<file path="config.mk">
export PLATFORM = sky130hd
export DESIGN_NAME = thwm_monitor
export DESIGN_NICKNAME = d
export VERILOG_FILES = /design/src/rtl/thwm_pkg.sv /design/src/rtl/thwm_datapath.sv /design/src/rtl/thwm_control.sv /design/src/rtl/thwm_monitor.sv
export SDC_FILE = /design/constraint.sdc
export NUM_CORES = 1
export LEC_CHECK = 0
export ABC_AREA = 1
export BUFFER_PORTS_ARGS = -buffer_cell sky130_fd_sc_hd__buf_2
export CAP_MARGIN = 20
export CORE_ASPECT_RATIO = 1.25
export CORE_UTILIZATION = 25
export DETAILED_ROUTE_END_ITERATION = 16
export PLACE_DENSITY = 0.44
export SLEW_MARGIN = 30
export SYNTH_ARGS = -nofsm -noshare
export SYNTH_HDL_FRONTEND = slang
export SYNTH_SLANG_ARGS = --single-unit
</file>
<file path="constraint.sdc">
create_clock -name clk -period 7.84 [get_ports clk]
set_input_delay 1.568 -clock clk [delete_from_list [all_inputs] [get_ports clk]]
set_output_delay 1.568 -clock clk [all_outputs]
set_load 0.005 [all_outputs]
</file>
<file path="src/rtl/thwm_pkg.sv">
package thwm_pkg;

  // Strobes from the control FSM to the datapath
  typedef struct packed {
    logic cntClr;   // return settle counter to zero
    logic cntInc;   // advance settle counter
    logic commit;   // flip the warning flag
  } thwmStrobe_t;

  typedef enum logic [0:0] {
    ST_IDLE   = 1'b0,
    ST_SETTLE = 1'b1
  } thwmState_e;

endpackage

</file>
<file path="src/rtl/thwm_datapath.sv">
module thwm_datapath
  import thwm_pkg::*;
#(
  parameter int TEMP_WIDTH    = 8,
  parameter int RES_WIDTH     = 20,
  parameter int SETTLE_CYCLES = 1000,
  parameter int TRIP_MIN      = 70,
  parameter int TRIP_MAX      = 130,
  parameter int HYST_DEG      = 10,
  parameter int RES_BASE      = 82000,
  parameter int RES_STEP      = 248
) (
  input  logic                  clk,
  input  logic                  rstN,
  input  logic [TEMP_WIDTH-1:0] tempC,
  input  logic [RES_WIDTH-1:0]  rtOhms,
  input  thwmStrobe_t           strobe,
  output logic                  mismatch,
  output logic                  cntDone,
  output logic                  warnQ
);

  localparam int CNT_W = (SETTLE_CYCLES > 1) ? $clog2(SETTLE_CYCLES) : 1;
  localparam logic [CNT_W-1:0]      CNT_LAST = CNT_W'(SETTLE_CYCLES - 1);
  localparam logic [RES_WIDTH-1:0]  BASE_V   = RES_WIDTH'(RES_BASE);
  localparam logic [RES_WIDTH-1:0]  STEP_V   = RES_WIDTH'(RES_STEP);
  localparam logic [RES_WIDTH-1:0]  SPAN_V   = RES_WIDTH'(TRIP_MAX - TRIP_MIN);
  localparam logic [TEMP_WIDTH-1:0] MIN_V    = TEMP_WIDTH'(TRIP_MIN);
  localparam logic [TEMP_WIDTH-1:0] MAX_V    = TEMP_WIDTH'(TRIP_MAX);
  localparam logic [TEMP_WIDTH-1:0] HYST_V   = TEMP_WIDTH'(HYST_DEG);

  logic [TEMP_WIDTH-1:0] tempReg;
  logic [TEMP_WIDTH-1:0] tripReg;
  logic [TEMP_WIDTH-1:0] tripNext;
  logic [RES_WIDTH-1:0]  resDiff;
  logic [RES_WIDTH-1:0]  resQuo;
  logic [CNT_W-1:0]      cnt;
  logic                  isHot;
  logic                  isCold;
  logic                  target;

  // Resistance to trip temperature: offset, floor divide, clamp
  always_comb begin
    resDiff  = rtOhms - BASE_V;
    resQuo   = resDiff / STEP_V;
    if (rtOhms < BASE_V) begin
      tripNext = MIN_V;
    end else if (resQuo >= SPAN_V) begin
      tripNext = MAX_V;
    end else begin
      tripNext = MIN_V + TEMP_WIDTH'(resQuo);
    end
  end

  // Input registration stage
  always_ff @(posedge clk) begin
    if (!rstN) begin
      tempReg <= '0;
      tripReg <= MAX_V;
    end else begin
      tempReg <= tempC;
      tripReg <= tripNext;
    end
  end

  // Threshold comparison with hysteresis
  always_comb begin
    isHot    = (tempReg >= tripReg);
    isCold   = (tempReg <= (tripReg - HYST_V));
    target   = warnQ ? !isCold : isHot;
    mismatch = (target != warnQ);
  end

  // Settle counter
  always_ff @(posedge clk) begin
    if (!rstN) begin
      cnt <= '0;
    end else if (strobe.cntClr) begin
      cnt <= '0;
    end else if (strobe.cntInc) begin
      cnt <= cnt + 1'b1;
    end
  end

  assign cntDone = (cnt == CNT_LAST);

  // Warning flag
  always_ff @(posedge clk) begin
    if (!rstN) begin
      warnQ <= 1'b0;
    end else if (strobe.commit) begin
      warnQ <= ~warnQ;
    end
  end


  trip_range_chk: assert property (@(posedge clk) disable iff (!rstN)
    (tripReg >= MIN_V) && (tripReg <= MAX_V));


  warn_rise_chk: assert property (@(posedge clk) disable iff (!rstN)
    $rose(warnQ) |-> $past(tempReg >= tripReg));


  warn_fall_chk: assert property (@(posedge clk) disable iff (!rstN)
    $fell(warnQ) |-> $past(tempReg <= (tripReg - HYST_V)));


  cnt_bound_chk: assert property (@(posedge clk) disable iff (!rstN)
    cnt <= CNT_LAST);


  warn_hold_chk: assert property (@(posedge clk) disable iff (!rstN)
    !strobe.commit |=> $stable(warnQ));

endmodule

</file>
<file path="src/rtl/thwm_control.sv">
module thwm_control
  import thwm_pkg::*;
(
  input  logic        clk,
  input  logic        rstN,
  input  logic        mismatch,
  input  logic        cntDone,
  output thwmStrobe_t strobe
);

  thwmState_e state;
  thwmState_e stateNext;

  always_comb begin
    strobe    = '0;
    stateNext = state;
    unique case (state)
      ST_IDLE: begin
        if (mismatch) begin
          if (cntDone) begin
            strobe.commit = 1'b1;
            strobe.cntClr = 1'b1;
          end else begin
            strobe.cntInc = 1'b1;
            stateNext     = ST_SETTLE;
          end
        end
      end
      ST_SETTLE: begin
        if (!mismatch) begin
          strobe.cntClr = 1'b1;
          stateNext     = ST_IDLE;
        end else if (cntDone) begin
          strobe.commit = 1'b1;
          strobe.cntClr = 1'b1;
          stateNext     = ST_IDLE;
        end else begin
          strobe.cntInc = 1'b1;
        end
      end
      default: stateNext = ST_IDLE;
    endcase
  end

  always_ff @(posedge clk) begin
    if (!rstN) begin
      state <= ST_IDLE;
    end else begin
      state <= stateNext;
    end
  end


  commit_match_chk: assert property (@(posedge clk) disable iff (!rstN)
    strobe.commit |-> mismatch && cntDone);


  drop_restart_chk: assert property (@(posedge clk) disable iff (!rstN)
    (state == ST_SETTLE) && !mismatch |=> (state == ST_IDLE));


  strobe_excl_chk: assert property (@(posedge clk) disable iff (!rstN)
    $onehot0({strobe.cntInc, strobe.commit}));

endmodule

</file>
<file path="src/rtl/thwm_monitor.sv">
module thwm_monitor
  import thwm_pkg::*;
#(
  parameter int TEMP_WIDTH    = 8,
  parameter int RES_WIDTH     = 20,
  parameter int SETTLE_CYCLES = 1000
) (
  input  logic                  clk,
  input  logic                  rstN,
  input  logic [TEMP_WIDTH-1:0] tempC,
  input  logic [RES_WIDTH-1:0]  rtOhms,
  output logic                  warnPullDown
);

  thwmStrobe_t strobe;
  logic        mismatch;
  logic        cntDone;
  logic        warnQ;

  thwm_datapath #(
    .TEMP_WIDTH    (TEMP_WIDTH),
    .RES_WIDTH     (RES_WIDTH),
    .SETTLE_CYCLES (SETTLE_CYCLES)
  ) u_datapath (
    .clk      (clk),
    .rstN     (rstN),
    .tempC    (tempC),
    .rtOhms   (rtOhms),
    .strobe   (strobe),
    .mismatch (mismatch),
    .cntDone  (cntDone),
    .warnQ    (warnQ)
  );

  thwm_control u_control (
    .clk      (clk),
    .rstN     (rstN),
    .mismatch (mismatch),
    .cntDone  (cntDone),
    .strobe   (strobe)
  );

  assign warnPullDown = warnQ;


  reset_quiet_chk: assert property (@(posedge clk)
    !rstN |=> !warnPullDown);

endmodule

</file>
==> results by group, run 1 <==
Run status
  • Run status: completed

Clock network
  • Clock buffers created by TritonCTS: 3
  • Clock-pin slew on the worst setup and hold paths: 0.07 ns
  • CTS H-Tree Depth: 1
  • Number of clock sinks seen by CTS: 28
  • CTS root buf: clkbuf_16
  • Post-cts hold buffer count: 0
  • TritonCTS clock tree: built
  • Maximum count of clock buffers along a single path: 2
  • Clock latency on the worst-skew pair: 0.26 ns

Final layout
  • Top library cells by usage in the layout, fill and taps aside: buf_4, nand2_1, inv_1
  • Share of cells above drive strength 1: 43.67%
  • Layout filler cell count: 1579
  • Layout-stage area growth over the synthesis result: 54.32%
  • Final net count: 863
  • Number of standard cells in the layout, taps in and fillers out: 995
  • Antenna diode count: 0
  • Final Util: 39.49%
  • Most common cell after layout, fill and taps aside: buf_4

Routing
  • Remaining routing DRC violations: 0
  • DRC violation total after the first TritonRoute iteration: 124
  • Drt wl/cell: 10.62 um
  • Drt pass-1 iters: 4
  • Detailed-route via count: 4376
  • Final ANT Viol Nets: 0
  • Vias per inst: 4.398
  • Total detailed-routing wirelength: 10.57 mm

Timing
  • Measured slew at the worst slew-check pin: 0.6763 ns
  • Hold violation total from the final report: 0
  • Max-slew violations: 0
  • Achievable Freq: 128.2 MHz
  • Clock skew after layout: 0.005137 ns
  • Worst slew margin relative to its limit: 54.83%
  • Setup violation total in the final timing report: 0
  • Final clock period utilization by the worst path: 99.48%
  • Min cycle time layout: 7.799 ns
  • Aggregate negative setup slack: 0 ns
  • Setup repair after global routing missed its margin: yes

Logic synthesis
  • Post-synth top flop: dfxtp_1
  • Warning count from the yosys run: 0
  • Share of synthesized flip-flops with an asynchronous set or reset: 0%
  • Syn Std Cell Area: 3826 sq um
  • Avg Cell Area, Syn: 5.941 sq um
  • Cell count after synthesis: 644
  • Synthesized net count: 693
  • Proportion of synthesized chip area in sequential cells: 14.65%
  • Number of different library cells in the post-synthesis netlist: 45
  • Post-synth EDFFs: 0
  • Number of synthesized register bits: 28

GRT
  • Global-route wire length before repair: 17.44 mm
  • Total congestion overflow: 0
  • Vias in the first global route: 4196
  • Overall global routing resource usage: 12.95%
  • Largest net degree at the start of global routing: 16
  • Initial antenna violation count: 0

Setup path
  • Worst setup slack for register-to-register paths: 4.43 ns
  • Worst reg-to-reg path cell count: 22
  • Cell with the biggest individual delay on the critical path: o21bai_4
  • Worst Setup Start Kind: input port
  • Max incr delay on CP: 0.21 ns
  • Largest fanout on the critical path: 5
  • Critical Path RT: 7.99 ns
  • Top cell by count, worst path: buf_4
  • Endpoint class of the critical path: flop
  • Crit path DAT: 7.95 ns
  • CP Class: input port to flop

Pwr
  • Static leakage: 0.003103 uW
  • Power density over the cells: 328.1 nW/um^2
  • Highest ir drop seen on vdd: 0.1482 mV
  • Total Power: 1937 uW

Place
  • Quantity of I/O buffers inserted on ports: 27
  • Placed wire-length estimate after detailed placement: 8.172 mm
  • Placer Congestion: 0.7882
  • DP Cell Count: 936

Floorplan
  • Die Area: 15810 sq um
  • Standard cell core area: 14950 sq um
  • Initial core utilization: 25.59%
  • Die width: 112.7 um
  • Die Height: 140.3 um
  • Standard-cell row count: 50
  • Ports: 31

Job
  • Max-capacitance violation count: 0

Hold path
  • Path category of the worst min-delay check: flop to flop
  • Number of instances on the worst hold path: 3
==> repair_timing <==
action                                  in CTS  in global routing
setup buffers                               32                 23
pin swaps                                   48                 55
endpoints found under the hold margin        0                  0
endpoints found under the setup margin       1                  7
resized for setup                           62                 82
==> final cells by class <==
| class | instances | area (sq um) | area share [%] |
|---|---|---|---|
| Inverter | 131 | 504.2 | 8.540 |
| Sequential cell | 28 | 560.5 | 9.494 |
| Tap cell | 182 | 227.7 | 3.857 |
| Timing Repair Buffer | 166 | 1226 | 20.77 |
| Clock buffer | 4 | 88.84 | 1.505 |
| Multi-Input combinational cell | 484 | 3297 | 55.84 |
==> cells in the mapped netlist (2+ instances only) <==
library cell    n  area, sq um
nand2_1       153        574.3
inv_1         113        424.2
nor2_1         57        214.0
nand3_1        53        265.3
nand2_2        34        212.7
dfxtp_1        28        560.5
ha_1           19        237.7
a21oi_1        18        90.09
o21ai_0        18        90.09
inv_2          17        63.81
nor2_2         15        93.84
o21ai_1        15        75.07
xor2_1         14        122.6
nand4_1        13        81.33
nand2_4        11        123.9
nand3_2         9        90.09
o21bai_1        6        45.04
nand3b_1        5        37.54
nor3_1          5        25.02
o21ai_2         5        43.79
nor2_4          4        45.04
xnor2_1         3        26.28
a21oi_2         2        17.52
o211ai_1        2        15.01
o21a_1          2        15.01
o21bai_2        2        22.52
o21bai_4        2        37.54
or2_2           2        12.51
==> worst paths after layout <==
| check | start | to |
|---|---|---|
| max | rtOhms[4] | u_datapath.tripReg[0] |
| min | u_datapath.cnt[9] | u_datapath.cnt[9] |
| max reg2reg | u_datapath.tripReg[1] | u_datapath.cnt[8] |
| min reg2reg | u_datapath.cnt[9] | u_datapath.cnt[9] |
==> per-layer routing <==
layer / vias up / GRT usage (%) / part of all wire (%)
li1: 2370 / - / -
met3: 8 / 0.6058 / 1.4
met1: 1955 / 14.32 / 40
met2: 43 / 26.90 / 58
met5: - / 0 / 0
met4: 0 / 2.035 / 0.81
==> kinds of logic after synthesis <==
family | count (synthesis) | synth area share (%)
fa+ha+maj | 19 | 6.213
buf+inv | 132 | 12.95
flops | 28 | 14.65
xor+xnor | 18 | 4.317
compound gates | 78 | 13.21
simple gates | 369 | 48.66
==> state kept, by name (all words and copies together), names as in the netlist <==
register	flops
u_datapath.tripReg	8
u_datapath.cnt	10
u_datapath.tempReg	8
u_datapath.warnQ	1
u_control.state	1
==> metrics by stage <==
step / hold WS, ns / setup slack (ns) / cell area, sq um
global route: 0.5676 / -0.4823 / 5904
floorplan: 0.5022 / 0.3979 / 3826
CTS: 0.5420 / 0.0006395 / 5393
finish: 0.5401 / 0.04075 / 5904
detailed placement: 0.5232 / -0.5120 / 4821
global placement: 0.5189 / -0.3812 / 4816
==> where the power goes <==
group	total [uW]	switching, uW	internal, uW	leakage [uW]
Clock	126	48.3	78.2	0.0000442
Sequential	150	3.14	147	0.000228
Combinational	1660	850	810	0.00283
==> critical path, delay by kind of cell <==
family                     cells  cell delay [ns]
AOI/OAI and AO/OA              9             1.17
adders and majority gates      1             0.13
buffers and inverters         14             1.52
and+or+nand+nor               35             3.56
Power figures use the tool's default switching activity.
==> inputs of run 2 (changes only) <==
Settings changed: RECOVER_POWER set to 25.
==> results by group, run 2 (synthesis results as in run 1) <==
Run status
  • Run status: completed

Pwr
  • Highest ir drop seen on vdd: 0.1482 mV (unchanged)
  • Power density over the cells: 328.1 nW/um^2 (about the same)
  • Share of power burned in registers: 7.7% (about the same)
  • Net switching share of the total power: 46.56% (about the same)
  • Pint: 1035 uW (about the same)
  • Total Power: 1937 uW (about the same)
  • Static leakage: 0.003100 uW (about the same)
  • Proportion of power drawn by combinational gates: 85.7% (about the same)
  • Clock network fraction of total power: 6.5% (about the same)
  • Sw power: 901.9 uW (about the same)

Timing
  • Clock skew after layout: 0.005142 ns (+0.000005410 ns)
  • Measured slew at the worst slew-check pin: 0.6763 ns (unchanged)
  • Setup repair after global routing missed its margin: yes
  • Achievable Freq: 128.2 MHz (unchanged)
  • Crit path setup slack, layout: 0.04075 ns (unchanged)
  • Hold violation total from the final report: 0 (unchanged)
  • Min cycle time layout: 7.799 ns (unchanged)
  • Final clock period utilization by the worst path: 99.48% (unchanged)
  • Max-slew violations: 0 (unchanged)
  • Setup violation total in the final timing report: 0 (unchanged)
  • Worst slew margin relative to its limit: 54.83% (unchanged)

Final layout
  • Number of standard cells in the layout, taps in and fillers out: 995 (unchanged)
  • Final Util: 39.48% (about the same)
  • Register with the most flip-flops: u_datapath.cnt
  • Top library cells by usage in the layout, fill and taps aside: buf_4, nand2_1, inv_1
  • Most common cell after layout, fill and taps aside: buf_4
  • Final net count: 863 (unchanged)
  • Layout-stage area growth over the synthesis result: 54.28% (about the same)
  • Largest regs: u_datapath.cnt x10, u_datapath.tempReg x8, u_datapath.tripReg x8
  • Share of cells above drive strength 1: 43.54% (-0.12 points)
  • Post-route design area: 5903 sq um (about the same)
  • Layout filler cell count: 1579 (unchanged)
  • Antenna diode count: 0 (unchanged)
  • Number of flip-flops under the largest register name: 10 (unchanged)

Floorplan
  • Initial core utilization: 25.59% (unchanged)
  • Die width: 112.7 um (unchanged)
  • Die Area: 15810 sq um (unchanged)
  • Ports: 31 (unchanged)
  • Die Height: 140.3 um (unchanged)
  • Standard-cell row count: 50 (unchanged)
  • Standard cell core area: 14950 sq um (unchanged)

Setup path
  • Cell with the biggest individual delay on the critical path: o21bai_4
  • CP Class: input port to flop
  • Endpoint class of the critical path: flop
  • Worst Setup Start Kind: input port
  • Max incr delay on CP: 0.21 ns (about the same)
  • Largest fanout on the critical path: 5 (unchanged)
  • Kind of cell adding the most delay to the critical path: simple AND/OR/NAND/NOR gates
  • Top cell by count, worst path: buf_4
  • Crit path DAT: 7.95 ns (about the same)
  • Critical Path RT: 7.99 ns (about the same)
  • Bufs and invs on worst path: 14 (unchanged)

GRT
  • Initial antenna violation count: 0 (unchanged)
  • Total congestion overflow: 0 (unchanged)
  • Fraction of met2 tracks used by global routing: 26.90% (unchanged)
  • Grt met1 use: 14.32% (unchanged)
  • Overall global routing resource usage: 12.95% (unchanged)
  • Global-route wire length before repair: 17.44 mm (unchanged)
  • Most crowded layer after global routing: met2
  • Largest net degree at the start of global routing: 16 (unchanged)
  • Vias in the first global route: 4196 (unchanged)
  • Fraction of met3 tracks used by global routing: 0.6058% (unchanged)

Hold path
  • Path category of the worst min-delay check: flop to flop

Routing
  • Final ANT Viol Nets: 0 (unchanged)
  • Vias per inst: 4.398 (unchanged)
  • DRC violation total after the first TritonRoute iteration: 124 (unchanged)
  • Total detailed-routing wirelength: 10.57 mm (about the same)
  • Detailed-route via count: 4376 (unchanged)
  • Drt pass-1 iters: 4 (unchanged)
  • Drt wl/cell: 10.62 um (about the same)
  • Remaining routing DRC violations: 0 (unchanged)

Job
  • Max-capacitance violation count: 0 (unchanged)

Clock network
  • Clock buffers created by TritonCTS: 3 (unchanged)
  • Clock latency on the worst-skew pair: 0.26 ns (about the same)
  • Number of clock sinks seen by CTS: 28 (unchanged)
  • Clock-pin slew on the worst setup and hold paths: 0.07 ns (about the same)
  • Post-cts hold buffer count: 0 (unchanged)
  • CTS H-Tree Depth: 1 (unchanged)
  • CTS root buf: clkbuf_16
  • TritonCTS clock tree: built
  • Maximum count of clock buffers along a single path: 2 (unchanged)

Place
  • Placed inst area: 4821 sq um (unchanged)
  • Placed wire-length estimate after detailed placement: 8.172 mm (unchanged)
  • Placer Congestion: 0.7882 (unchanged)
  • Quantity of I/O buffers inserted on ports: 27 (unchanged)
  • DP Cell Count: 936 (unchanged)
  • DP Worst Slack: -0.5120 ns (unchanged)
## run 2: power groups by stage
stage | Sequential (uW) | Combinational [uW] | Clock, uW
floorplan | 152 | 750 | 0
global placement | 153 | 1170 | 0
detailed placement | 153 | 1180 | 0
CTS | 150 | 1370 | 131
global route | 150 | 1830 | 136
finish | 150 | 1660 | 126
## run 2: area by class of cell
cell class / instances / area, sq um / area share [%]
timing repair buffer: 166 / 1225 / 20.75
inverter: 131 / 504.2 / 8.542
tap: 182 / 227.7 / 3.858
multi-input combinational: 484 / 3297 / 55.85
clock buffer: 4 / 88.84 / 1.505
sequential: 28 / 560.5 / 9.496
## run 2: worst register-to-register path: stages (launching register included)
cell      delay [ns]
dfxtp_1         0.35
inv_1           0.07
ha_1            0.21
or2_2           0.33
nand3_1         0.09
xor2_1          0.07
ha_1            0.29
nand2_1         0.07
nor2_1          0.14
nand2_1         0.06
o311ai_0        0.30
nand2_1         0.16
inv_1           0.07
nand2_1         0.17
inv_1           0.13
nand3_1         0.09
nor2_1          0.12
nand2_1         0.08
nor2_1          0.17
inv_1           0.08
o21ai_0         0.15
nand3_1         0.08
inv_1           0.07
## run 2: worst paths after layout
path                                            start                     to  slack [ns]  depth (start not counted)
worst max-delay path                        rtOhms[4]  u_datapath.tripReg[0]        0.04                         59
worst min-delay path                u_datapath.cnt[9]      u_datapath.cnt[9]        0.54                          3
worst max register to register  u_datapath.tripReg[1]      u_datapath.cnt[8]        4.43                         22
worst min register to register      u_datapath.cnt[9]      u_datapath.cnt[9]        0.54                          3
## run 2: stage by stage
| step | setup TNS, ns | hold WS [ns] |
|---|---|---|
| after floorplan | 0 | 0.5022 |
| after global placement | -0.4471 | 0.5189 |
| after detailed placement | -0.7390 | 0.5232 |
| after CTS | 0 | 0.5420 |
| after global routing | -1.080 | 0.5676 |
| final | 0 | 0.5401 |
## run 2: what timing repair did
action                                  CTS  global route
endpoints found under the setup margin    1             7
pin swaps                                48            55
buffers inserted                         32            23
gates resized for setup                  62            82
## run 2: per-layer routing
metal	vias to the layer above	routed length, um
met2	43	6107
li1	2370	-
met1	1955	4228
met5	-	0
met4	0	86
met3	8	145
